==> src/rtl/sb_pkg.sv <==
package sb_pkg;
  localparam int AW = 12;
  localparam int DW = 32;
  localparam logic [1:0] SZ_WORD = 2'd2;

  typedef struct packed {
    logic [AW-1:0] addr;
    logic [DW-1:0] data;
    logic [1:0]    size;
  } sb_entry_t;

  typedef enum logic [1:0] {ST_IDLE, ST_WALK, ST_REL} sb_state_e;
endpackage

==> src/rtl/sb_fifo.sv <==
module sb_fifo
  import sb_pkg::*;
#(
  parameter int DEPTH = 16,
  localparam int PTR_W = $clog2(DEPTH),
  localparam int CNT_W = $clog2(DEPTH + 1)
) (
  input  logic             clk_i,
  input  logic             rst_ni,
  input  logic             push_i,
  input  sb_entry_t        push_entry_i,
  input  logic             pop_i,
  output sb_entry_t        head_entry_o,
  input  logic [PTR_W-1:0] rd_off_i,
  output sb_entry_t        rd_entry_o,
  output logic [CNT_W-1:0] count_o,
  output logic             full_o,
  output logic             empty_o
);
  sb_entry_t        mem_q [DEPTH];
  logic [PTR_W-1:0] head_q, tail_q;
  logic [CNT_W-1:0] cnt_q;
  logic [PTR_W:0]   rd_sum;
  logic [PTR_W-1:0] rd_idx;

  function automatic logic [PTR_W-1:0] nxt(input logic [PTR_W-1:0] p);
    return (p == PTR_W'(DEPTH - 1)) ? '0 : p + PTR_W'(1);
  endfunction

  assign rd_sum = {1'b0, head_q} + {1'b0, rd_off_i};
  assign rd_idx = (rd_sum >= (PTR_W + 1)'(DEPTH)) ? PTR_W'(rd_sum - (PTR_W + 1)'(DEPTH))
                                                  : rd_sum[PTR_W-1:0];

  assign head_entry_o = mem_q[head_q];
  assign rd_entry_o   = mem_q[rd_idx];
  assign count_o      = cnt_q;
  assign full_o       = (cnt_q == CNT_W'(DEPTH));
  assign empty_o      = (cnt_q == '0);

  always_ff @(posedge clk_i) begin
    if (push_i) mem_q[tail_q] <= push_entry_i;
  end

  always_ff @(posedge clk_i or negedge rst_ni) begin
    if (!rst_ni) begin
      head_q <= '0;
      tail_q <= '0;
      cnt_q  <= '0;
    end else begin
      if (push_i) tail_q <= nxt(tail_q);
      if (pop_i)  head_q <= nxt(head_q);
      case ({push_i, pop_i})
        2'b10:   cnt_q <= cnt_q + CNT_W'(1);
        2'b01:   cnt_q <= cnt_q - CNT_W'(1);
        default: cnt_q <= cnt_q;
      endcase
    end
  end

  assert_no_overflow_R3: assert property (@(posedge clk_i) disable iff (!rst_ni)
    push_i |-> !full_o);
  assert_no_underflow_R2: assert property (@(posedge clk_i) disable iff (!rst_ni)
    pop_i |-> !empty_o);
endmodule

==> src/rtl/sb_line_valid.sv <==
module sb_line_valid #(
  parameter int LINES = 4,
  parameter int WORDS = 4,
  localparam int LIDX_W = $clog2(LINES),
  localparam int WIDX_W = $clog2(WORDS)
) (
  input  logic                   clk_i,
  input  logic                   rst_ni,
  input  logic                   clr_i,
  input  logic [LIDX_W-1:0]      clr_line_i,
  input  logic                   fill_all_i,
  input  logic [LIDX_W-1:0]      fill_line_i,
  input  logic                   set_en_i,
  input  logic [LIDX_W-1:0]      set_line_i,
  input  logic [WIDX_W-1:0]      set_word_i,
  output logic [LINES*WORDS-1:0] valid_o,
  output logic [LINES-1:0]       all_o
);
  logic [WORDS-1:0] lv_q [LINES];

  for (genvar l = 0; l < LINES; l++) begin : g_line
    always_ff @(posedge clk_i or negedge rst_ni) begin
      if (!rst_ni) begin
        lv_q[l] <= '1;
      end else if (clr_i && clr_line_i == LIDX_W'(l)) begin
        lv_q[l] <= '0;
      end else if (fill_all_i && fill_line_i == LIDX_W'(l)) begin
        lv_q[l] <= '1;
      end else if (set_en_i && set_line_i == LIDX_W'(l)) begin
        lv_q[l][set_word_i] <= 1'b1;
      end
    end
    assign valid_o[l*WORDS +: WORDS] = lv_q[l];
    assign all_o[l] = &lv_q[l];
  end

  assert_word_set_R4: assert property (@(posedge clk_i) disable iff (!rst_ni)
    (set_en_i && !clr_i && !fill_all_i) |=> lv_q[$past(set_line_i)][$past(set_word_i)]);
  assert_line_clear_R5: assert property (@(posedge clk_i) disable iff (!rst_ni)
    clr_i |=> (lv_q[$past(clr_line_i)] == '0));
endmodule

==> src/rtl/sb_side_buf.sv <==
module sb_side_buf
  import sb_pkg::*;
#(
  parameter int SIDE_DEPTH = 2,
  parameter int LINE_LSB   = 4,
  parameter int LIDX_W     = 2
) (
  input  logic              clk_i,
  input  logic              rst_ni,
  input  logic              alloc_i,
  input  sb_entry_t         alloc_entry_i,
  output logic              full_o,
  input  logic [LIDX_W-1:0] qline_i,
  input  logic              rel_i,
  output logic              any_match_o,
  output sb_entry_t         pick_entry_o
);
  localparam int SIDX_W = (SIDE_DEPTH > 1) ? $clog2(SIDE_DEPTH) : 1;

  logic [SIDE_DEPTH-1:0] v_q;
  sb_entry_t             e_q [SIDE_DEPTH];
  logic [SIDX_W-1:0]     free_idx, pick_idx;
  logic                  pick_found;

  always_comb begin
    free_idx = '0;
    for (int i = SIDE_DEPTH - 1; i >= 0; i--) begin
      if (!v_q[i]) free_idx = SIDX_W'(i);
    end
    pick_idx   = '0;
    pick_found = 1'b0;
    for (int i = SIDE_DEPTH - 1; i >= 0; i--) begin
      if (v_q[i] && e_q[i].addr[LINE_LSB +: LIDX_W] == qline_i) begin
        pick_idx   = SIDX_W'(i);
        pick_found = 1'b1;
      end
    end
  end

  assign full_o       = &v_q;
  assign any_match_o  = pick_found;
  assign pick_entry_o = e_q[pick_idx];

  always_ff @(posedge clk_i or negedge rst_ni) begin
    if (!rst_ni) begin
      v_q <= '0;
      for (int i = 0; i < SIDE_DEPTH; i++) e_q[i] <= '0;
    end else begin
      if (alloc_i) begin
        v_q[free_idx] <= 1'b1;
        e_q[free_idx] <= alloc_entry_i;
      end
      if (rel_i) v_q[pick_idx] <= 1'b0;
    end
  end

  assert_side_noover_R8: assert property (@(posedge clk_i) disable iff (!rst_ni)
    alloc_i |-> !full_o);
  assert_release_match_R9: assert property (@(posedge clk_i) disable iff (!rst_ni)
    rel_i |-> any_match_o);
endmodule

==> src/rtl/store_buffer.sv <==
module store_buffer
  import sb_pkg::*;
#(
  parameter int DEPTH      = 16,
  parameter int LINES      = 4,
  parameter int WORDS      = 4,
  parameter int SIDE_DEPTH = 2,
  localparam int WORD_OFF  = $clog2(DW / 8),
  localparam int WIDX_W    = $clog2(WORDS),
  localparam int LIDX_W    = $clog2(LINES),
  localparam int LINE_LSB  = WORD_OFF + WIDX_W,
  localparam int PTR_W     = $clog2(DEPTH),
  localparam int CNT_W     = $clog2(DEPTH + 1)
) (
  input  logic                   clk_i,
  input  logic                   rst_ni,
  input  logic                   ret_valid_i,
  output logic                   ret_ready_o,
  input  logic [AW-1:0]          ret_addr_i,
  input  logic [DW-1:0]          ret_data_i,
  input  logic [1:0]             ret_size_i,
  output logic                   drain_valid_o,
  input  logic                   drain_ready_i,
  output logic [AW-1:0]          drain_addr_o,
  output logic [DW-1:0]          drain_data_o,
  output logic [1:0]             drain_size_o,
  output logic                   ctl_ready_o,
  input  logic                   inv_valid_i,
  input  logic                   fill_valid_i,
  input  logic [LIDX_W-1:0]      line_sel_i,
  output logic                   req_o,
  output logic [LIDX_W-1:0]      req_line_o,
  output logic                   replay_valid_o,
  output logic [AW-1:0]          replay_addr_o,
  output logic [DW-1:0]          replay_data_o,
  output logic [1:0]             replay_size_o,
  output logic [LINES*WORDS-1:0] line_valid_o
);
  sb_state_e         state_q;
  logic [CNT_W-1:0]  walk_idx_q, walk_cnt_q;
  logic [LIDX_W-1:0] walk_line_q;

  sb_entry_t        ret_entry, head_entry, rd_entry, side_entry, push_entry;
  logic [CNT_W-1:0] fifo_cnt;
  logic             fifo_full, fifo_empty, side_full, side_any;
  logic [LINES-1:0] line_all;

  logic              idle, inv_go, fill_go, to_side, ret_go, push, pop;
  logic              walk_done, replay_hit, rel_go, set_en;
  logic [LIDX_W-1:0] ret_line, set_line;
  logic [WIDX_W-1:0] set_word;

  assign ret_entry = '{addr: ret_addr_i, data: ret_data_i, size: ret_size_i};
  assign ret_line  = ret_addr_i[LINE_LSB +: LIDX_W];

  assign idle        = (state_q == ST_IDLE);
  assign ctl_ready_o = idle;
  assign inv_go      = idle && inv_valid_i;
  assign fill_go     = idle && fill_valid_i && !inv_valid_i;

  // sub-word stores wait while their line is incomplete
  assign to_side     = (ret_size_i != SZ_WORD) && !line_all[ret_line];
  assign ret_ready_o = idle && !inv_valid_i && !fill_valid_i &&
                       (to_side ? !side_full : !fifo_full);
  assign ret_go      = ret_valid_i && ret_ready_o;

  assign drain_valid_o = !fifo_empty && (state_q != ST_WALK);
  assign pop           = drain_valid_o && drain_ready_i;
  assign drain_addr_o  = head_entry.addr;
  assign drain_data_o  = head_entry.data;
  assign drain_size_o  = head_entry.size;

  assign walk_done  = (state_q == ST_WALK) && (walk_idx_q == walk_cnt_q);
  assign replay_hit = (state_q == ST_WALK) && !walk_done &&
                      (rd_entry.addr[LINE_LSB +: LIDX_W] == walk_line_q);
  assign replay_valid_o = replay_hit;
  assign replay_addr_o  = rd_entry.addr;
  assign replay_data_o  = rd_entry.data;
  assign replay_size_o  = rd_entry.size;

  assign rel_go     = (state_q == ST_REL) && side_any && !fifo_full;
  assign push       = (ret_go && !to_side) || rel_go;
  assign push_entry = rel_go ? side_entry : ret_entry;

  always_comb begin
    set_en   = 1'b0;
    set_line = ret_line;
    set_word = ret_addr_i[WORD_OFF +: WIDX_W];
    if (replay_hit) begin
      set_en   = (rd_entry.size == SZ_WORD);
      set_line = walk_line_q;
      set_word = rd_entry.addr[WORD_OFF +: WIDX_W];
    end else if (ret_go) begin
      set_en = (ret_size_i == SZ_WORD);
    end
  end

  sb_fifo #(.DEPTH(DEPTH)) u_fifo (
    .clk_i, .rst_ni,
    .push_i(push), .push_entry_i(push_entry), .pop_i(pop),
    .head_entry_o(head_entry), .rd_off_i(walk_idx_q[PTR_W-1:0]), .rd_entry_o(rd_entry),
    .count_o(fifo_cnt), .full_o(fifo_full), .empty_o(fifo_empty)
  );

  sb_line_valid #(.LINES(LINES), .WORDS(WORDS)) u_lv (
    .clk_i, .rst_ni,
    .clr_i(inv_go), .clr_line_i(line_sel_i),
    .fill_all_i(walk_done), .fill_line_i(walk_line_q),
    .set_en_i(set_en), .set_line_i(set_line), .set_word_i(set_word),
    .valid_o(line_valid_o), .all_o(line_all)
  );

  sb_side_buf #(.SIDE_DEPTH(SIDE_DEPTH), .LINE_LSB(LINE_LSB), .LIDX_W(LIDX_W)) u_side (
    .clk_i, .rst_ni,
    .alloc_i(ret_go && to_side), .alloc_entry_i(ret_entry), .full_o(side_full),
    .qline_i(walk_line_q), .rel_i(rel_go),
    .any_match_o(side_any), .pick_entry_o(side_entry)
  );

  always_ff @(posedge clk_i or negedge rst_ni) begin
    if (!rst_ni) begin
      state_q     <= ST_IDLE;
      walk_idx_q  <= '0;
      walk_cnt_q  <= '0;
      walk_line_q <= '0;
      req_o       <= 1'b0;
      req_line_o  <= '0;
    end else begin
      req_o <= inv_go;
      if (inv_go) req_line_o <= line_sel_i;
      case (state_q)
        ST_IDLE: if (fill_go) begin
          state_q     <= ST_WALK;
          walk_idx_q  <= '0;
          walk_cnt_q  <= fifo_cnt;
          walk_line_q <= line_sel_i;
        end
        ST_WALK: begin
          if (walk_done) state_q <= ST_REL;
          else           walk_idx_q <= walk_idx_q + CNT_W'(1);
        end
        ST_REL:  if (!side_any) state_q <= ST_IDLE;
        default: state_q <= ST_IDLE;
      endcase
    end
  end

  assert_req_line_clear_R5: assert property (@(posedge clk_i) disable iff (!rst_ni)
    req_o |-> (line_valid_o[req_line_o*WORDS +: WORDS] == '0));
  assert_walk_line_full_R7: assert property (@(posedge clk_i) disable iff (!rst_ni)
    (state_q == ST_REL && $past(state_q) == ST_WALK) |-> line_all[walk_line_q]);
  assert_walk_bound_R6: assert property (@(posedge clk_i) disable iff (!rst_ni)
    (state_q == ST_WALK) |-> (walk_idx_q <= walk_cnt_q));
  assert_walk_no_drain_R6: assert property (@(posedge clk_i) disable iff (!rst_ni)
    (state_q == ST_WALK) |=> $stable(fifo_cnt) || $past(walk_done));
endmodule

==> config.mk <==
export PLATFORM = sky130hd
export DESIGN_NAME = store_buffer
export DESIGN_NICKNAME = d
export VERILOG_FILES = /design/src/rtl/sb_pkg.sv /design/src/rtl/sb_fifo.sv /design/src/rtl/sb_line_valid.sv /design/src/rtl/sb_side_buf.sv /design/src/rtl/store_buffer.sv
export SDC_FILE = /design/constraint.sdc
export NUM_CORES = 1
export LEC_CHECK = 0
export ABC_AREA = 1
export BUFFER_PORTS_ARGS = -buffer_cell sky130_fd_sc_hd__buf_2
export CAP_MARGIN = 20
export CELL_PAD_IN_SITES_DETAIL_PLACEMENT = 1
export CELL_PAD_IN_SITES_GLOBAL_PLACEMENT = 1
export CORE_ASPECT_RATIO = 0.5
export CORE_MARGIN = 2
export CORE_UTILIZATION = 40
export CTS_BUF_LIST = sky130_fd_sc_hd__clkbuf_4 sky130_fd_sc_hd__clkbuf_8
export DETAILED_ROUTE_END_ITERATION = 12
export GPL_ROUTABILITY_DRIVEN = 0
export HOLD_SLACK_MARGIN = 0.15
export PLACE_DENSITY = 0.69
export SLEW_MARGIN = 20
export SYNTH_ARGS = -nofsm -noshare
export SYNTH_HDL_FRONTEND = slang
export SYNTH_SLANG_ARGS = --single-unit
==> constraint.sdc <==
create_clock -name clk_i -period 5.2 [get_ports clk_i]
set_input_delay 1.04 -clock clk_i [delete_from_list [all_inputs] [get_ports clk_i]]
set_output_delay 1.04 -clock clk_i [all_outputs]
set_load 0.02 [all_outputs]
After elaboration in Yosys (flattened, before gate mapping)
Memories as Yosys holds them, arrays and structs flattened. Index checks and enable logic that the tools add are counted. Widths: inputs -> output; s select.

Flip-flop bits (word level): 140. Bits in writable memories: 736. Bits of input ports: 54. Output and inout port bits: 115. Memories kept: 1.

Memories: u_fifo.mem_q (depth 16, bits a word 46, rd ports 2, clocked after memory_dff 0, wr ports 1, line sb_fifo.sv:20) `sb_entry_t mem_q [DEPTH];`.

Add/subtract/negate cells: 7. $lt $le $gt $ge: 11. Eq/ne operators: 28. Muxes and demuxes: 52. Bitwise operators: 9. Reductions and logical operators: 63.

Operators with widths (count): $mux 46 (5); $bwmux 92 (1); $mux 4 (15); $demux 46 s1 (1); $logic_and 1x1->1 (35); $eq 2x2->1 const B (10); $pmux 5 s2 (2); $or 4x4->4 (4); $reduce_and 4->1 (4); $mux 1 (14); $mux 2 (7); $reduce_bool 3->1 (4); $add 5x1->5 const B (2); $eq 2x1->1 const B (5); $mux 5 (2); $add 4x1->4 const B (2); $eq 4x4->1 const B (2); $logic_not 1->1 (8); $logic_not 2->1 (4); $eq 2x2->1 (3); $lt 2x3->1 const B (2); $ne 2x1->1 const B (3); $ne 2x2->1 const B (3); $pmux 2 s3 (1); other kinds (23) (31).

Longest topological paths before layout
An unclocked memory read counts as a cell.

Depth in word-level cells: 15. Depth in mapped cells: 23. Gate-level depth less buffers: 22.

Cells and area by module
A second synthesis with hierarchy kept.

Cells, all modules: 4724. Area total of the unflattened synthesis: 44442.6 sq um.

Modules (own cells, without submodules): sb_fifo (instances 1, cells an instance 3809, area each 37679.9 sq um); sb_side_buf (instances 1, cells an instance 509, area each 4269.1 sq um); store_buffer (instances 1, cells an instance 280, area each 1604.0 sq um); sb_line_valid (instances 1, cells an instance 126, area each 889.6 sq um).

Least setup slack after synthesis
No wires, ideal clock.

Path type: input-to-reg. From: in ret_addr_i[4]. To: mem u_fifo.mem_q[0][0] in the netlist's numbering (enable). Library setup time: 0.450 ns. Arrival: 4.147 ns. Data required time: 4.750 ns. Slack: 0.604 ns. Stages: 14. Cell sequence: inv_1 nand2_1 o22ai_1 nand2_1 nand3_1 inv_1 nand2_1 nand2_1 nor2_2 nand2_1 nand2_1 buf_2 nand2_1 nor2_1.

Cells in the longest elaborated chain, start to end: 11.

RTL lines: start: declaration (line store_buffer.sv:19) `input logic [AW-1:0] ret_addr_i,`; $bmux 1 s2 * (line store_buffer.sv:62) `assign to_side = (ret_size_i != SZ_WORD) && !line_all[ret_line];`; $mux 1 (implied by the code) * (line store_buffer.sv:62); $logic_not 1->1 * (line store_buffer.sv:62); $logic_and 1x1->1 * (line store_buffer.sv:62); $mux 1 (line store_buffer.sv:64) `(to_side ? !side_full : !fifo_full);`; $logic_and 1x1->1 (line store_buffer.sv:63) `assign ret_ready_o = idle && !inv_valid_i && !fill_valid_i &&`; $logic_and 1x1->1 (line store_buffer.sv:65) `assign ret_go = ret_valid_i && ret_ready_o;`; $logic_and 1x1->1 * (line store_buffer.sv:82) `assign push = (ret_go && !to_side) || rel_go;`; $logic_or 1x1->1 * (line store_buffer.sv:82); $mux 1 * (line sb_fifo.sv:41) `if (push_i) mem_q[tail_q] <= push_entry_i;`; $mux 1 (implied by the code) * (line sb_fifo.sv:41); end: declaration (line sb_fifo.sv:20).

Mark *: on every way between the ends. The rest lies on a longest branch, timed or not. The select of a mux whose other input is x is not followed.

Worst setup path after layout
From: reg u_fifo.head_q[0]. To: out replay_addr_o[7].

Cells in the longest elaborated chain, start to end: 4.

RTL lines: start: declaration (line sb_fifo.sv:21) `logic [PTR_W-1:0] head_q, tail_q;`; start signal: assignment (line sb_fifo.sv:51) `if (pop_i) head_q <= nxt(head_q);`; $add 4x4->5 * (line sb_fifo.sv:30) `assign rd_sum = {1'b0, head_q} + {1'b0, rd_off_i};`; $sub 4x1->4 / $ge 5x5->1 (equally long branches) (line sb_fifo.sv:31) `assign rd_idx = (rd_sum >= (PTR_W + 1)'(DEPTH)) ? PTR_W'(rd_sum - (PTR_W + 1)'(DEPTH))`; $mux 4 * (line sb_fifo.sv:31); $mem_v2 16x46 *; end: declaration (line store_buffer.sv:34) `output logic [AW-1:0] replay_addr_o,`.

Mark *: on every way between the ends. The rest lies on a longest branch, timed or not.

==> impl_metrics.csv <==
group,metric,value,unit
run_status,status,"completed",
yosys,synth_edf_count,736,
clocking,clk_pin_slew,0.06,ns
placement,port_buffers,168,
yosys,syn_area,42900,um2
placement,dp_hpwl,88400,um
critical_path,cp_data_arrival_time,4.08,ns
sta,max_freq,0.195,GHz
detailed_routing,viasPerCell,5.94,
finish,fill_cells,11900,
sta,tightest_slew,1.06,ns
global_routing,grt_start_max_net_pins,189,
worst_hold_path,hp-start,"ret_data_i[5]",
floorplan,core,106000,um2
yosys,syn_inst,4493,
yosys,synth_warnings,0,
critical_path,crit_type,"reg -> out",
floorplan,dieWidth,467,um
clocking,cts_max_level,4,
sta,hold_viol,0,
finish,syn2layout_area_growth,13.1,%
clocking,clockBufferDepth,3,
critical_path,crit_start,"u_fifo.head_q[0]",
finish,drive_above_1_share,0.126,
yosys,yosys.area.top_type_share,0.516,
yosys,synth-seq-cells,876,
sta,slew_headroom,0.294,
sta,min_period,5.12,ns
global_routing,grt_pass1_vias,36700,
sta,period_share,0.985,
detailed_routing,drcViolationCount,0,
critical_path,r2r_start,"walk_line_q[0]",
floorplan,start_util,0.406,
sta,setup_viol,0,
critical_path,required,4.16,ns
critical_path,crit_fanout,85,
global_routing,grt_pass1_wl,227000,um
floorplan,die_area,110000,um2
worst_hold_path,worstHoldPathType,"in -> reg",
floorplan,io_pins,169,
finish,fin_nets,4666,
critical_path,end_kind,"output port",
sta,slew_violations,0,
critical_path,startpoint_type,"flip-flop",
detailed_routing,drt_iter0_drc,3820,
yosys,ys.flop_type,"edfxtp_1",
clocking,cts_made_buffers,139,
global_routing,antenna_found_initial,5,
clocking,root_buffer,"clkbuf_8",
flow_run,drv_cap,0,
clocking,cts.sinks,876,
clocking,cts_tree,"done",
sta,fin_tns_setup,0,ns
detailed_routing,drt-total-wl,154000,um
global_routing,grt_usage,0.272,
floorplan,die_h,235,um
yosys,synthArstFlopShare,0.160,
floorplan,fp-row-count,84,
yosys,synth_nets,4562,
yosys,ys_seq_area_frac,0.598,
detailed_routing,num_vias,36300,
clocking,clock_latency,0.86,ns
yosys,synthTopCellsByArea,"edfxtp_1 52%, o21ai_0 11%, dfrtp_1 7.2%, nand2_1 4.9%, a21oi_1 4.7%",
yosys,synth_area_leader_cell,"edfxtp_1",
detailed_routing,drt_pass1_iterations,6,
yosys,syn_area_per_cell,9.54,um2
yosys,synth_cell_type_count,45,
detailed_routing,wire_per_inst,25.2,um
sta,clock-skew-final,0.0316,ns
global_routing,grt_overflow,0,
detailed_routing,postRouteAntennaNets,0,
[cell usage after synthesis, types with 11 or more instances]
cell and number:
a21oi_1 402, buf_1 22, buf_2 71, buf_4 12
clkbuf_1 227, dfrtp_1 124, dfstp_2 16, edfxtp_1 736
ha_1 13, inv_1 397, mux2i_1 22, nand2_1 558
nand2_2 11, nand3_1 333, nand4_1 13, nor2_1 308
o211ai_1 207, o21ai_0 928, o22ai_1 29
[cells in the final DEF (no fill, tap or decap), types with 6 or more instances in the layout]
| cell type | synthesis | layout |
|---|---|---|
| clkbuf_4 | 0 | 50 |
| nand2_2 | 11 | 10 |
| inv_1 | 397 | 394 |
| clkbuf_8 | 0 | 150 |
| buf_12 | 0 | 27 |
| ha_1 | 13 | 12 |
| nand2_1 | 558 | 557 |
| mux2i_1 | 22 | 21 |
| nand4_1 | 13 | 13 |
| o21ai_1 | 8 | 11 |
| buf_6 | 4 | 6 |
| clkinv_2 | 0 | 6 |
| nand3_1 | 333 | 331 |
| dfrtp_1 | 124 | 121 |
| clkinv_1 | 1 | 25 |
| buf_2 | 71 | 166 |
| dfstp_2 | 16 | 16 |
| o21ai_0 | 928 | 925 |
| o22ai_1 | 29 | 29 |
| o211ai_1 | 207 | 207 |
| inv_6 | 0 | 7 |
| inv_2 | 6 | 6 |
| buf_4 | 12 | 89 |
| nor2_1 | 308 | 290 |
| xor2_1 | 8 | 8 |
| edfxtp_1 | 736 | 736 |
| a21oi_1 | 402 | 402 |
| nor2_4 | 1 | 19 |
[through the flow]
stage / instance area [um2] / setup WS (ns) / hold slack [ns] / util / std cells
after floorplan: 42900 / 0.604 / 0.453 / - / 4493
after global placement: 45500 / 0.619 / 0.466 / 0.431 / 5861
after detailed placement: 45500 / 0.656 / 0.474 / 0.431 / 5862
after CTS: 48300 / 0.00152 / 0.412 / 0.457 / 6105
after global routing: 48500 / -0.00431 / 0.489 / 0.459 / 6118
final: 48500 / 0.0793 / 0.483 / 0.459 / 6121
[critical path: stages, from the launching register on]
cell	delay, ns
dfrtp_4	0.49
ha_4	0.18
fa_4	0.90
buf_4	0.23
clkbuf_16	0.44
o21ai_0	0.16
a21oi_1	0.15
o22ai_1	0.10
mux2i_1	0.27
buf_4	0.23
[cell type report]
cell class / instances / area (um2) / share of cell area
sequential: 876 / 25600 / 0.529
clock buffer: 197 / 2420 / 0.0499
timing repair buffer: 299 / 2310 / 0.0477
clock inverter: 45 / 295 / 0.00609
antenna: 4 / 10.0 / 0.000207
tap: 1419 / 1780 / 0.0366
inverter: 405 / 1540 / 0.0317
multi-input combinational: 2876 / 14500 / 0.299
[cells by family (layout without fill, tap and decap cells)]
logic type                 count (synthesis)  count (layout)  share of synthesized area
AOI/OAI and AO/OA                       1584            1584                      0.199
other                                      0               4                          0
xor gates and xnor gates                  11              11                    0.00225
adders and majority gates                 15              15                    0.00473
and+or+nand+nor                         1244            1244                      0.123
DFF                                      876             876                      0.598
muxes                                     22              22                    0.00514
buffers and inverters                    741             946                     0.0688
[path summary, 6_finish.rpt]
path,endpoint,slack (ns),cells after the start
setup / recovery,replay_addr_o[7],0.08,9
hold / removal,u_side.e_q[7],0.48,3
setup reg to reg,u_fifo.mem_q[13][9],0.89,12
hold reg to reg,u_side.e_q[21],0.48,2
max in group asynchronous,u_side.e_q[21],3.34,3
min in group asynchronous,u_side.e_q[6],0.73,2
[registers in the layout, summed over array words and instances (netlist names)]
name	count
u_fifo.mem_q	736
u_side.e_q	92
u_lv.valid_o	16
u_fifo.count_o	5
walk_cnt_q	5
walk_idx_q	5
u_fifo.head_q	4
u_fifo.tail_q	4
req_line_o	2
state_q	2
u_side.v_q	2
walk_line_q	2
req_o	1
[metal layers]
layer / GRT usage / up-vias / part of all wire
li1: - / 16100 / -
met1: 0.400 / 18500 / 0.46
met2: 0.407 / 1500 / 0.44
met3: 0.0438 / 278 / 0.079
met4: 0.0906 / 2 / 0.026
met5: 0 / - / 0.000078
[repair_timing]
item                                   CTS  global route
setup endpoints to repair               11            27
endpoints found under the hold margin   55             0
buffers inserted                         0             4
resized for setup                        7             9
cloned                                   0             3
pin swaps                                0             2
hold buffers                             1             0
Power is left out: the tool's default activity adds up to more than one toggle a clock period on the data nets, which glitch-free logic cannot reach.
